## config.mk

```make
export PLATFORM = sky130hd
export DESIGN_NAME = fe_init_seq
export DESIGN_NICKNAME = d
export VERILOG_FILES = /design/src/rtl/fe_init_pkg.sv /design/src/rtl/fe_ser_tx.sv /design/src/rtl/fe_vsync_wait.sv /design/src/rtl/fe_init_seq.sv
export SDC_FILE = /design/constraint.sdc
export NUM_CORES = 1
export LEC_CHECK = 0
export BUFFER_PORTS_ARGS = -buffer_cell sky130_fd_sc_hd__buf_2
export CAP_MARGIN = 20
export CORE_ASPECT_RATIO = 1.75
export CORE_MARGIN = 5
export CORE_UTILIZATION = 54
export CTS_CLUSTER_SIZE = 14
export DETAILED_ROUTE_END_ITERATION = 10
export PLACE_DENSITY = 0.7
export REMOVE_ABC_BUFFERS = 1
export SKIP_LAST_GASP = 1
export SLEW_MARGIN = 20
export SYNTH_ARGS = -nofsm -noshare
export SYNTH_HDL_FRONTEND = slang
export SYNTH_SLANG_ARGS = --single-unit
```

## constraint.sdc

```tcl
create_clock -name clk -period 2.6 [get_ports clk]
set_input_delay 0 -clock clk [delete_from_list [all_inputs] [get_ports clk]]
set_output_delay 0 -clock clk [all_outputs]
set_load 0.02 [all_outputs]
```

## src/rtl/fe_init_pkg.sv

```systemverilog
package fe_init_pkg;

  localparam int unsigned WORD_W     = 16;
  localparam int unsigned STEP_W     = 3;
  localparam int unsigned STEP_W1    = 3;   // step that precedes the single-period wait
  localparam int unsigned STEP_W4    = 4;   // step that precedes the four-period wait
  localparam int unsigned STEP_FINAL = 6;

  typedef enum logic [2:0] {
    SQ_IDLE,
    SQ_HOLD,
    SQ_SEND,
    SQ_XFER,
    SQ_VWAIT
  } seq_state_t;

  typedef enum logic [1:0] {
    TX_IDLE,
    TX_SHIFT,
    TX_GAP
  } tx_state_t;

  function automatic logic [WORD_W-1:0] build_word(
    input logic [STEP_W-1:0] idx,
    input logic [7:0]        fmain,
    input logic [4:0]        faux,
    input logic [12:0]       fdata
  );
    logic [WORD_W-1:0] w;
    case (idx)
      3'd0:    w = 16'h0001;
      3'd1:    w = 16'h2001;
      3'd2:    w = {6'b001000, fmain, 2'b01};
      3'd3:    w = {9'b111010000, faux, 2'b10};
      3'd4:    w = {6'b011000, fmain, 2'b01};
      3'd5:    w = {6'b001000, fmain, 2'b01};
      default: w = {1'b0, fdata, 2'b00};
    endcase
    return w;
  endfunction

endpackage

```

## src/rtl/fe_ser_tx.sv

```systemverilog
module fe_ser_tx
  import fe_init_pkg::*;
#(
  parameter int unsigned CLK_DIV = 4,
  parameter int unsigned CS_GAP  = 2
) (
  input  logic              clk,
  input  logic              rst,
  input  logic              load_i,
  input  logic [WORD_W-1:0] word_i,
  output logic              ready_o,
  output logic              done_o,
  output logic              sclk_o,
  output logic              sdata_o,
  output logic              cs_n_o
);

  localparam int unsigned DIV_W   = $clog2(CLK_DIV) + 1;
  localparam int unsigned GAP_CYC = CS_GAP * 2 * CLK_DIV;
  localparam int unsigned GAP_W   = $clog2(GAP_CYC) + 1;
  localparam int unsigned BIT_W   = $clog2(WORD_W);
  localparam logic [DIV_W-1:0] DIV_LAST = DIV_W'(CLK_DIV - 1);
  localparam logic [GAP_W-1:0] GAP_LAST = GAP_W'(GAP_CYC - 1);
  localparam logic [BIT_W-1:0] BIT_LAST = BIT_W'(WORD_W - 1);

  tx_state_t         st;
  logic [WORD_W-1:0] sreg;
  logic [DIV_W-1:0]  div_cnt;
  logic [BIT_W-1:0]  bit_idx;
  logic [GAP_W-1:0]  gap_cnt;

  assign ready_o = (st == TX_IDLE);

  always_ff @(posedge clk) begin
    done_o <= 1'b0;
    if (rst) begin
      st      <= TX_IDLE;
      sreg    <= '0;
      div_cnt <= '0;
      bit_idx <= '0;
      gap_cnt <= '0;
      sclk_o  <= 1'b0;
      sdata_o <= 1'b0;
      cs_n_o  <= 1'b1;
    end else begin
      case (st)
        TX_IDLE: begin
          if (load_i) begin
            sreg    <= word_i;
            sdata_o <= word_i[WORD_W-1];
            cs_n_o  <= 1'b0;
            div_cnt <= '0;
            bit_idx <= '0;
            st      <= TX_SHIFT;
          end
        end
        TX_SHIFT: begin
          if (div_cnt == DIV_LAST) begin
            div_cnt <= '0;
            if (!sclk_o) begin
              sclk_o <= 1'b1;
            end else begin
              sclk_o <= 1'b0;
              if (bit_idx == BIT_LAST) begin
                cs_n_o  <= 1'b1;
                sdata_o <= 1'b0;
                gap_cnt <= '0;
                st      <= TX_GAP;
              end else begin
                bit_idx <= bit_idx + 1'b1;
                sreg    <= {sreg[WORD_W-2:0], 1'b0};
                sdata_o <= sreg[WORD_W-2];
              end
            end
          end else begin
            div_cnt <= div_cnt + 1'b1;
          end
        end
        TX_GAP: begin
          if (gap_cnt == GAP_LAST) begin
            st     <= TX_IDLE;
            done_o <= 1'b1;
          end else begin
            gap_cnt <= gap_cnt + 1'b1;
          end
        end
        default: st <= TX_IDLE;
      endcase
    end
  end

  // Count of cycles chip select has been high, saturating, for the gap check.
  logic [GAP_W:0] hi_run;
  always_ff @(posedge clk) begin
    if (rst)
      hi_run <= (GAP_W + 1)'(GAP_CYC);
    else if (cs_n_o)
      hi_run <= (hi_run >= (GAP_W + 1)'(GAP_CYC)) ? hi_run : hi_run + 1'b1;
    else
      hi_run <= '0;
  end

  a_r2_sclk_idle_low: assert property (@(posedge clk) disable iff (rst)
    cs_n_o |-> !sclk_o);

  a_r2_data_held_high: assert property (@(posedge clk) disable iff (rst)
    (sclk_o && $past(sclk_o)) |-> $stable(sdata_o));

  a_r6_cs_gap: assert property (@(posedge clk) disable iff (rst)
    $fell(cs_n_o) |-> (hi_run >= (GAP_W + 1)'(GAP_CYC)));

endmodule

```

## src/rtl/fe_vsync_wait.sv

```systemverilog
module fe_vsync_wait #(
  parameter int unsigned TIMEOUT_CYC = 2000000,
  parameter int unsigned CNT_W       = 4
) (
  input  logic             clk,
  input  logic             rst,
  input  logic             arm_i,
  input  logic [CNT_W-1:0] target_i,
  input  logic             vsync_i,
  output logic             met_o,
  output logic             timeout_o
);

  localparam int unsigned TMO_W = $clog2(TIMEOUT_CYC) + 1;
  localparam logic [TMO_W-1:0] TMO_LAST = TMO_W'(TIMEOUT_CYC - 1);

  logic             active;
  logic             vs_q;
  logic [CNT_W-1:0] edges;
  logic [CNT_W-1:0] edges_nx;
  logic [CNT_W-1:0] tgt;
  logic [TMO_W-1:0] tmo_cnt;
  logic             vs_edge;

  assign vs_edge  = vsync_i & ~vs_q;
  assign edges_nx = edges + 1'b1;

  always_ff @(posedge clk) begin
    met_o     <= 1'b0;
    timeout_o <= 1'b0;
    if (rst) begin
      active  <= 1'b0;
      vs_q    <= 1'b0;
      edges   <= '0;
      tgt     <= '0;
      tmo_cnt <= '0;
    end else begin
      vs_q <= vsync_i;
      if (arm_i) begin
        active  <= 1'b1;
        edges   <= '0;
        tgt     <= target_i;
        tmo_cnt <= '0;
      end else if (active) begin
        if (vs_edge) begin
          edges   <= edges_nx;
          tmo_cnt <= '0;
          if (edges_nx >= tgt) begin
            met_o  <= 1'b1;
            active <= 1'b0;
          end
        end else if (tmo_cnt == TMO_LAST) begin
          timeout_o <= 1'b1;
          active    <= 1'b0;
        end else begin
          tmo_cnt <= tmo_cnt + 1'b1;
        end
      end
    end
  end

  a_r10_met_or_timeout: assert property (@(posedge clk) disable iff (rst)
    !(met_o && timeout_o));

  a_r5_met_only_after_wait: assert property (@(posedge clk) disable iff (rst)
    met_o |-> $past(active));

endmodule

```

## src/rtl/fe_init_seq.sv

```systemverilog
module fe_init_seq
  import fe_init_pkg::*;
#(
  parameter int unsigned CLK_DIV     = 4,
  parameter int unsigned CS_GAP      = 2,
  parameter int unsigned WAIT_ONE    = 1,
  parameter int unsigned WAIT_FOUR   = 4,
  parameter int unsigned TIMEOUT_CYC = 2000000
) (
  input  logic        clk,
  input  logic        rst,
  input  logic        start_i,
  input  logic        timing_ok_i,
  input  logic        vsync_i,
  input  logic [7:0]  cfg_main_i,
  input  logic [4:0]  cfg_aux_i,
  input  logic [12:0] cfg_data_i,
  output logic        sclk_o,
  output logic        sdata_o,
  output logic        cs_n_o,
  output logic        busy_o,
  output logic        done_o,
  output logic [2:0]  step_o,
  output logic        vs_timeout_o
);

  localparam int unsigned WAIT_MAX = (WAIT_ONE > WAIT_FOUR) ? WAIT_ONE : WAIT_FOUR;
  localparam int unsigned CNT_W    = $clog2(WAIT_MAX + 1) + 1;

  seq_state_t        st;
  logic [STEP_W-1:0] step_q;
  logic [7:0]        fmain_q;
  logic [4:0]        faux_q;
  logic [12:0]       fdata_q;
  logic              tx_load;
  logic              tx_ready;
  logic              tx_done;
  logic              vs_arm;
  logic [CNT_W-1:0]  vs_tgt;
  logic              vs_met;
  logic              vs_tmo;
  logic [WORD_W-1:0] cur_word;

  assign cur_word = build_word(step_q, fmain_q, faux_q, fdata_q);
  assign step_o   = step_q;

  always_ff @(posedge clk) begin
    done_o  <= 1'b0;
    tx_load <= 1'b0;
    vs_arm  <= 1'b0;
    if (rst) begin
      st           <= SQ_IDLE;
      step_q       <= '0;
      fmain_q      <= '0;
      faux_q       <= '0;
      fdata_q      <= '0;
      vs_tgt       <= '0;
      busy_o       <= 1'b0;
      vs_timeout_o <= 1'b0;
    end else begin
      case (st)
        SQ_IDLE: begin
          if (start_i) begin
            fmain_q      <= cfg_main_i;
            faux_q       <= cfg_aux_i;
            fdata_q      <= cfg_data_i;
            step_q       <= '0;
            busy_o       <= 1'b1;
            vs_timeout_o <= 1'b0;
            st           <= SQ_HOLD;
          end
        end
        SQ_HOLD: begin
          if (timing_ok_i) st <= SQ_SEND;
        end
        SQ_SEND: begin
          if (tx_ready) begin
            tx_load <= 1'b1;
            st      <= SQ_XFER;
          end
        end
        SQ_XFER: begin
          if (tx_done) begin
            if (step_q == STEP_W'(STEP_W1)) begin
              vs_arm <= 1'b1;
              vs_tgt <= CNT_W'(WAIT_ONE);
              st     <= SQ_VWAIT;
            end else if (step_q == STEP_W'(STEP_W4)) begin
              vs_arm <= 1'b1;
              vs_tgt <= CNT_W'(WAIT_FOUR);
              st     <= SQ_VWAIT;
            end else if (step_q == STEP_W'(STEP_FINAL)) begin
              busy_o <= 1'b0;
              done_o <= 1'b1;
              st     <= SQ_IDLE;
            end else begin
              step_q <= step_q + 1'b1;
              st     <= SQ_SEND;
            end
          end
        end
        SQ_VWAIT: begin
          if (vs_met) begin
            step_q <= step_q + 1'b1;
            st     <= SQ_SEND;
          end else if (vs_tmo) begin
            busy_o       <= 1'b0;
            vs_timeout_o <= 1'b1;
            st           <= SQ_IDLE;
          end
        end
        default: st <= SQ_IDLE;
      endcase
    end
  end

  fe_ser_tx #(
    .CLK_DIV (CLK_DIV),
    .CS_GAP  (CS_GAP)
  ) tx_i (
    .clk     (clk),
    .rst     (rst),
    .load_i  (tx_load),
    .word_i  (cur_word),
    .ready_o (tx_ready),
    .done_o  (tx_done),
    .sclk_o  (sclk_o),
    .sdata_o (sdata_o),
    .cs_n_o  (cs_n_o)
  );

  fe_vsync_wait #(
    .TIMEOUT_CYC (TIMEOUT_CYC),
    .CNT_W       (CNT_W)
  ) vw_i (
    .clk       (clk),
    .rst       (rst),
    .arm_i     (vs_arm),
    .target_i  (vs_tgt),
    .vsync_i   (vsync_i),
    .met_o     (vs_met),
    .timeout_o (vs_tmo)
  );

  a_r7_done_single: assert property (@(posedge clk) disable iff (rst)
    done_o |=> !done_o);

  a_r7_busy_ends_with_done: assert property (@(posedge clk) disable iff (rst)
    done_o |-> (!busy_o && $past(busy_o)));

  a_r4_quiet_until_stable: assert property (@(posedge clk) disable iff (rst)
    (st == SQ_HOLD) |-> cs_n_o);

  a_r5_quiet_in_wait: assert property (@(posedge clk) disable iff (rst)
    (st == SQ_VWAIT) |-> cs_n_o);

  a_r9_step_bound: assert property (@(posedge clk) disable iff (rst)
    step_o <= 3'(STEP_FINAL));

  a_r10_flag_idle: assert property (@(posedge clk) disable iff (rst)
    vs_timeout_o |-> !busy_o);

endmodule

```

## Yosys cells after proc, flatten, opt, wreduce, memory -nomap -nowiden

Cells that the tools add are included.

| storage, ports and cells | value |
|---|---|
| bits in latches | 0 |
| memories | 0 |
| bits in read-only memories | 0 |
| memory bits (writable) | 0 |
| logic and storage cells | 190 |
| register bits | 108 |

| cells by class | value |
|---|---|
| magnitude comparators | 1 |
| shift operators | 0 |
| add/subtract/negate cells | 6 |
| div/mod/pow operators | 0 |
| reduce and logical (&&, ||, !) cells | 31 |
| equal/unequal tests | 36 |
| bitwise logic cells | 8 |
| mux-type cells | 81 |
| $mul | 0 |

Operators by type and width:

| operator | number |
|---|---|
| case mux 16 bit (5 select lines) | 1 |
| two-way mux 15 bit | 4 |
| two-way mux 3 bit | 16 |
| two-way mux 22 bit | 2 |
| two-way mux 1 bit | 31 |
| case mux 15 bit (2 select lines) | 1 |
| AND reduction 5 bit | 5 |
| two-way mux 4 bit | 6 |
| adder 22 x 1 -> 22 bit (second input constant) | 1 |
| equality test 22 x 21 -> 1 bit (second input constant) | 1 |
| two-way mux 5 bit | 4 |
| inequality test 2 bit (second input constant) | 10 |
| inequality test 2 x 1 -> 1 bit (second input constant) | 9 |
| equality test 3 x 2 -> 1 bit (second input constant) | 5 |
| case mux 3 bit (5 select lines) | 1 |
| equality test 3 bit (second input constant) | 4 |
| two-way mux 2 bit | 6 |
| case mux 5 bit (2 select lines) | 1 |
| AND reduction 2 bit | 5 |
| case mux 3 bit (3 select lines) | 1 |
| adder 4 x 1 -> 4 bit (second input constant) | 2 |
| case mux 4 bit (2 select lines) | 1 |
| AND reduction 4 bit | 2 |
| AND reduction 8 bit | 1 |
| other kinds (25) | 43 |

## Depth between registers and ports, before layout

| logic depth | value |
|---|---|
| depth in word-level cells | 6 |
| depth in mapped cells | 9 |
| mapped depth without buffers | 8 |

## Cells and area by module

From an unflattened synthesis, not the netlist that was laid out.

| second synthesis, totals | value |
|---|---|
| cells, all modules | 621 |
| area total of the unflattened synthesis | 5,599.1 sq um |

By module, submodules not included:

| module | cells an instance | times used | area each (sq um) | seq. area each (sq um) |
|---|---|---|---|---|
| fe_vsync_wait | 219 | 1 | 1,958.1 | 680.7 |
| fe_init_seq | 229 | 1 | 1,925.6 | 780.7 |
| fe_ser_tx | 173 | 1 | 1,715.4 | 660.6 |

## Worst setup path after synthesis

OpenSTA, ideal clock, no wires.

| timing path | value |
|---|---|
| path type | reg-to-reg |
| start point | reg step_q[2] (netlist: step_o[2]) |
| end point | reg tx_i.sreg[10] |
| data arrival time | 1.907 ns |
| clock period less this slack | 1.993 ns |
| buffers on the path | 1 |
| slack | 0.607 ns |
| cell stages (with the launch flop) | 8 |
| path through | dfxtp_1 buf_4 inv_1 ha_1 nor4_2 and2_1 a221oi_1 a211oi_1 |

| between the ends | value |
|---|---|
| cells in the longest elaborated chain, start to end | 5 |
| elaborated cells on any way between the ends | 10 |

Ends and longest elaborated chain:

| element | line | source |
|---|---|---|
| start, declared | fe_init_seq.sv:31 | `logic [STEP_W-1:0] step_q;` |
| start signal, assigned | fe_init_seq.sv:97 | `step_q <= step_q + 1'b1;` |
| start signal, assigned | fe_init_seq.sv:104 | `step_q <= step_q + 1'b1;` |
| equality test 3 bit / equality test 3 x 2 -> 1 bit (equally long branches) | fe_init_pkg.sv:30 | `case (idx)` |
| OR reduction 2 bit (no line) | -- |  |
| case mux 16 bit (5 select lines) (*) | fe_init_pkg.sv:30 |  |
| two-way mux 15 bit (*) | fe_ser_tx.sv:48 | `if (load_i) begin` |
| case mux 15 bit (2 select lines) (*) | fe_ser_tx.sv:46 | `case (st)` |
| end signal, assigned | fe_ser_tx.sv:49 | `sreg <= word_i;` |
| end signal, assigned | fe_ser_tx.sv:71 | `sreg <= {sreg[WORD_W-2:0], 1'b0};` |
| end, declared | fe_ser_tx.sv:27 | `logic [WORD_W-1:0] sreg;` |

Every way passes the cells marked *; elsewhere a longest branch is shown, timed or not. The select of a mux whose other input is x is not followed.
A chain may end at the register's enable or synchronous reset.

## Worst setup path after layout

| timing path | value |
|---|---|
| start point | reg tx_i.st[1] |
| end point | reg tx_i.sreg[1] |

| between the ends | value |
|---|---|
| cells in the longest elaborated chain, start to end | 3 |
| elaborated cells on any way between the ends | 9 |

Ends and longest elaborated chain:

| element | line | source |
|---|---|---|
| start, declared | fe_ser_tx.sv:26 | `tx_state_t st;` |
| start signal, assigned | fe_ser_tx.sv:37 | `st <= TX_IDLE;` |
| start signal, assigned | fe_ser_tx.sv:54 | `st <= TX_SHIFT;` |
| start signal, assigned | fe_ser_tx.sv:68 | `st <= TX_GAP;` |
| equality test 2 x 1 -> 1 bit / zero test 2 bit (equally long branches) | fe_ser_tx.sv:46 |  |
| inequality test 2 bit (no line) (tied with other cells) | -- |  |
| AND reduction 5 bit (no line) | -- |  |

Several ways; a longest one is shown, not always the timed one.

==> out/results.tsv <==
stage	metric	value	unit
min_path	worstHoldPathCells	4	
cells_and_area	synthToLayoutAreaGrowth	17.2	%
logic_synthesis	synth_area_per_cell	8.53	sq um
logic_synthesis	synth.area.mux_share	0.0165	
logic_synthesis	yosys_warnings	0	
logic_synthesis	post_synth_xor_area_fraction	0.0245	
clocking	clockRootBuffer	clkbuf_16	
placement	port_buffers	39	
timing	period_needed	2.30	ns
floorplanning	initial_core_util	0.553	
route	wl_per_cell	15.2	microns
grt	gr-total-overflow	0	
power_and_ir_drop	leakagePower	0.00220	uW
floorplanning	core_area	9040	sq um
logic_synthesis	synth_area_leaders	dfxtp_1 (42%), nand2_1 (7.7%), a21oi_1 (6.7%), ha_1 (4.0%), nor2_1 (2.8%)	
cells_and_area	area.sequential	2080	sq um
timing	worstMarginPinSlew	0.741	ns
logic_synthesis	synth_compound_gate_area_share	0.197	
placement	numPlacedInstances	722	
timing	fmax	0.435	GHz
placement	gp_congestion	0.843	
logic_synthesis	netlist_area	5000	sq um
critical_path	worstSetupStartpointType	flop	
cells_and_area	final_layout_size_suffix_gt1_frac	0.139	
floorplanning	ioPinCount	40	
logic_synthesis	synth-seq-cells	104	
route	vias_per_cell	5.74	
clocking	clk_latency	0.35	ns
floorplanning	std_cell_rows	46	
timing	hold_violations	0	
timing	setup_violations	0	
timing	whs	0.111	ns
logic_synthesis	synth_top_family_by_area	simple AND/OR/NAND/NOR gates	
grt	grt_max_degree	67	
timing	fin_tns_setup	0	ns
critical_path	crit_type	reg -> reg	
critical_path	rr_worst_depth	6	
logic_synthesis	syn_inst	586	
timing	rsz0062_at_grt	false	
cells_and_area	final_core_util	0.648	
clocking	clock_path_buffers	2	
route	wl	11600	microns
route	ant_nets	0	
critical_path	crit_arrival	2.55	ns
cells_and_area	antenna_cells	0	
critical_path	end_kind	flop	
route	drt-initial-drc-count	255	
floorplanning	die_h	137	microns
floorplanning	fp.dieW	82.7	microns
logic_synthesis	synth_ff_type	dfxtp_1	
route	drc_errors	0	
logic_synthesis	synth_area_leader_cell	dfxtp_1	
logic_synthesis	yosysSeqAreaShare	0.417	
timing	finalMaxSlewViolations	0	
timing	finalCritPeriodShare	0.884	
logic_synthesis	synth-simple-area-share	0.259	
grt	grt_pass1_vias	4207	
power_and_ir_drop	ir_drop	0.420	mV
logic_synthesis	synth_top_area_frac	0.417	
route	route.vias.total	4397	
critical_path	required	2.85	ns
cells_and_area	fin_cells	766	
logic_synthesis	ys_types	73	
cells_and_area	layout_commonest_cell	dfxtp_1	
min_path	worstHoldPathType	in -> reg	
cells_and_area	fin_nets	688	
cells_and_area	multi_input_area	2690	sq um
timing	skew	0.00615	ns
cells_and_area	fill_cells	787	
job	max_cap_viol_count	0	
placement	dp_hpwl	7980	microns
floorplanning	dieArea	11400	sq um
route	drt_pass1_iterations	4	
power_and_ir_drop	total_power	4510	uW
power_and_ir_drop	pwr_density_cell	771	nW/um^2
critical_path	worstPathMaxFanout	19	
logic_synthesis	synth_edf_count	0	
clocking	cts_tree	built	
timing	slew_headroom	0.506	
logic_synthesis	synth_fa_ha_area_frac	0.0401	
clocking	htree_num_levels	3	
clocking	cts_made_buffers	9	
grt	track_usage	0.215	
grt	antenna_found_initial	0	
clocking	cts.sinks	104	
status	status	complete, no violations	
clocking	clkTransAtPathRegs	0.07	ns
logic_synthesis	async_reset_ff_frac	0	
cells_and_area	layout_common_cells	dfxtp_1 (104), nand2_1 (102), a21oi_1 (67), buf_2 (39), nor2_1 (37)	
grt	grt_first_pass_wirelength	19000	microns
## per-stage QoR
step                setup WS (ns)  cell area, sq um
global route               0.0636              5850
detailed placement          0.333              5240
floorplan                   0.158              4830
finish                      0.301              5850
CTS                         0.297              5850
global placement            0.436              5240
## sequential cells by signal, indices dropped and copies added (netlist names), 2 cells and up
name,count
tx_i.bit_idx,4
fmain_q,8
vw_i.tgt,2
fdata_q,13
step_o,3
tx_i.div_cnt,3
tx_i.sreg,15
st,3
vw_i.edges,4
tx_i.st,2
faux_q,5
vw_i.tmo_cnt,22
vs_tgt,2
tx_i.gap_cnt,5
## where the power goes
group	switching, uW	internal, uW
clock	594	938
sequential	146	1750
combinational	657	423
total	1400	3110
## per-layer routing
| layer | up-vias | global-route usage | wire length (microns) |
|---|---|---|---|
| met5 | - | 0 | 0 |
| met4 | 0 | 0.103 | 361 |
| li1 | 2203 | - | - |
| met2 | 81 | 0.394 | 6250 |
| met3 | 27 | 0.0353 | 388 |
| met1 | 2086 | 0.233 | 4610 |
## worst max-delay path: stages (launching register included)
cell and delay [ns]:
dfxtp_1 0.33, inv_1 0.08, ha_1 0.38, clkinv_1 0.34, o21ai_2 0.69, a211oi_1 0.11
a211oi_1 0.26
## logic make-up after synthesis
kind of cell / Yosys count
compound gates: 151
xor+xnor: 14
simple gates: 246
buf+inv: 48
fa+ha+maj: 16
mux: 7
flops: 104
## repair_timing
action | 4_1_cts | 5_1_grt
hold buffers | 28 | 0
setup endpoints to repair | 0 | 0
setup buffers | 0 | 0
gates resized for setup | 0 | 0
endpoints found under the hold margin | 28 | 0
## path summary, 6_finish.rpt
check / to / slack [ns] / from
max: tx_i.sreg[1] / 0.30 / tx_i.st[1]
min: busy_o / 0.11 / start_i
max reg2reg: tx_i.sreg[1] / 0.30 / tx_i.st[1]
min reg2reg: tx_i.gap_cnt[4] / 0.45 / tx_i.gap_cnt[4]
## area by class of cell
class | instances | area share
flip-flops and latches | 104 | 0.356
clock inverters | 6 | 0.0184
well taps | 120 | 0.0257
repair buffers | 75 | 0.0915
multi-input cells | 434 | 0.459
inverters | 17 | 0.0109
clock buffers | 10 | 0.0391
## synthesized netlist by cell type (all sizes together) (10+ instances only)
| master | instances |
|---|---|
| a211oi | 10 |
| xor2 | 11 |
| a21oi | 67 |
| inv | 16 |
| dfxtp | 104 |
| nand3 | 19 |
| nand2 | 103 |
| o21ai | 27 |
| clkbuf | 17 |
| nor3 | 13 |
| nor2 | 37 |
| buf | 14 |
| or3 | 16 |
| ha | 16 |
Note: power is estimated with default switching activity, not from simulation.
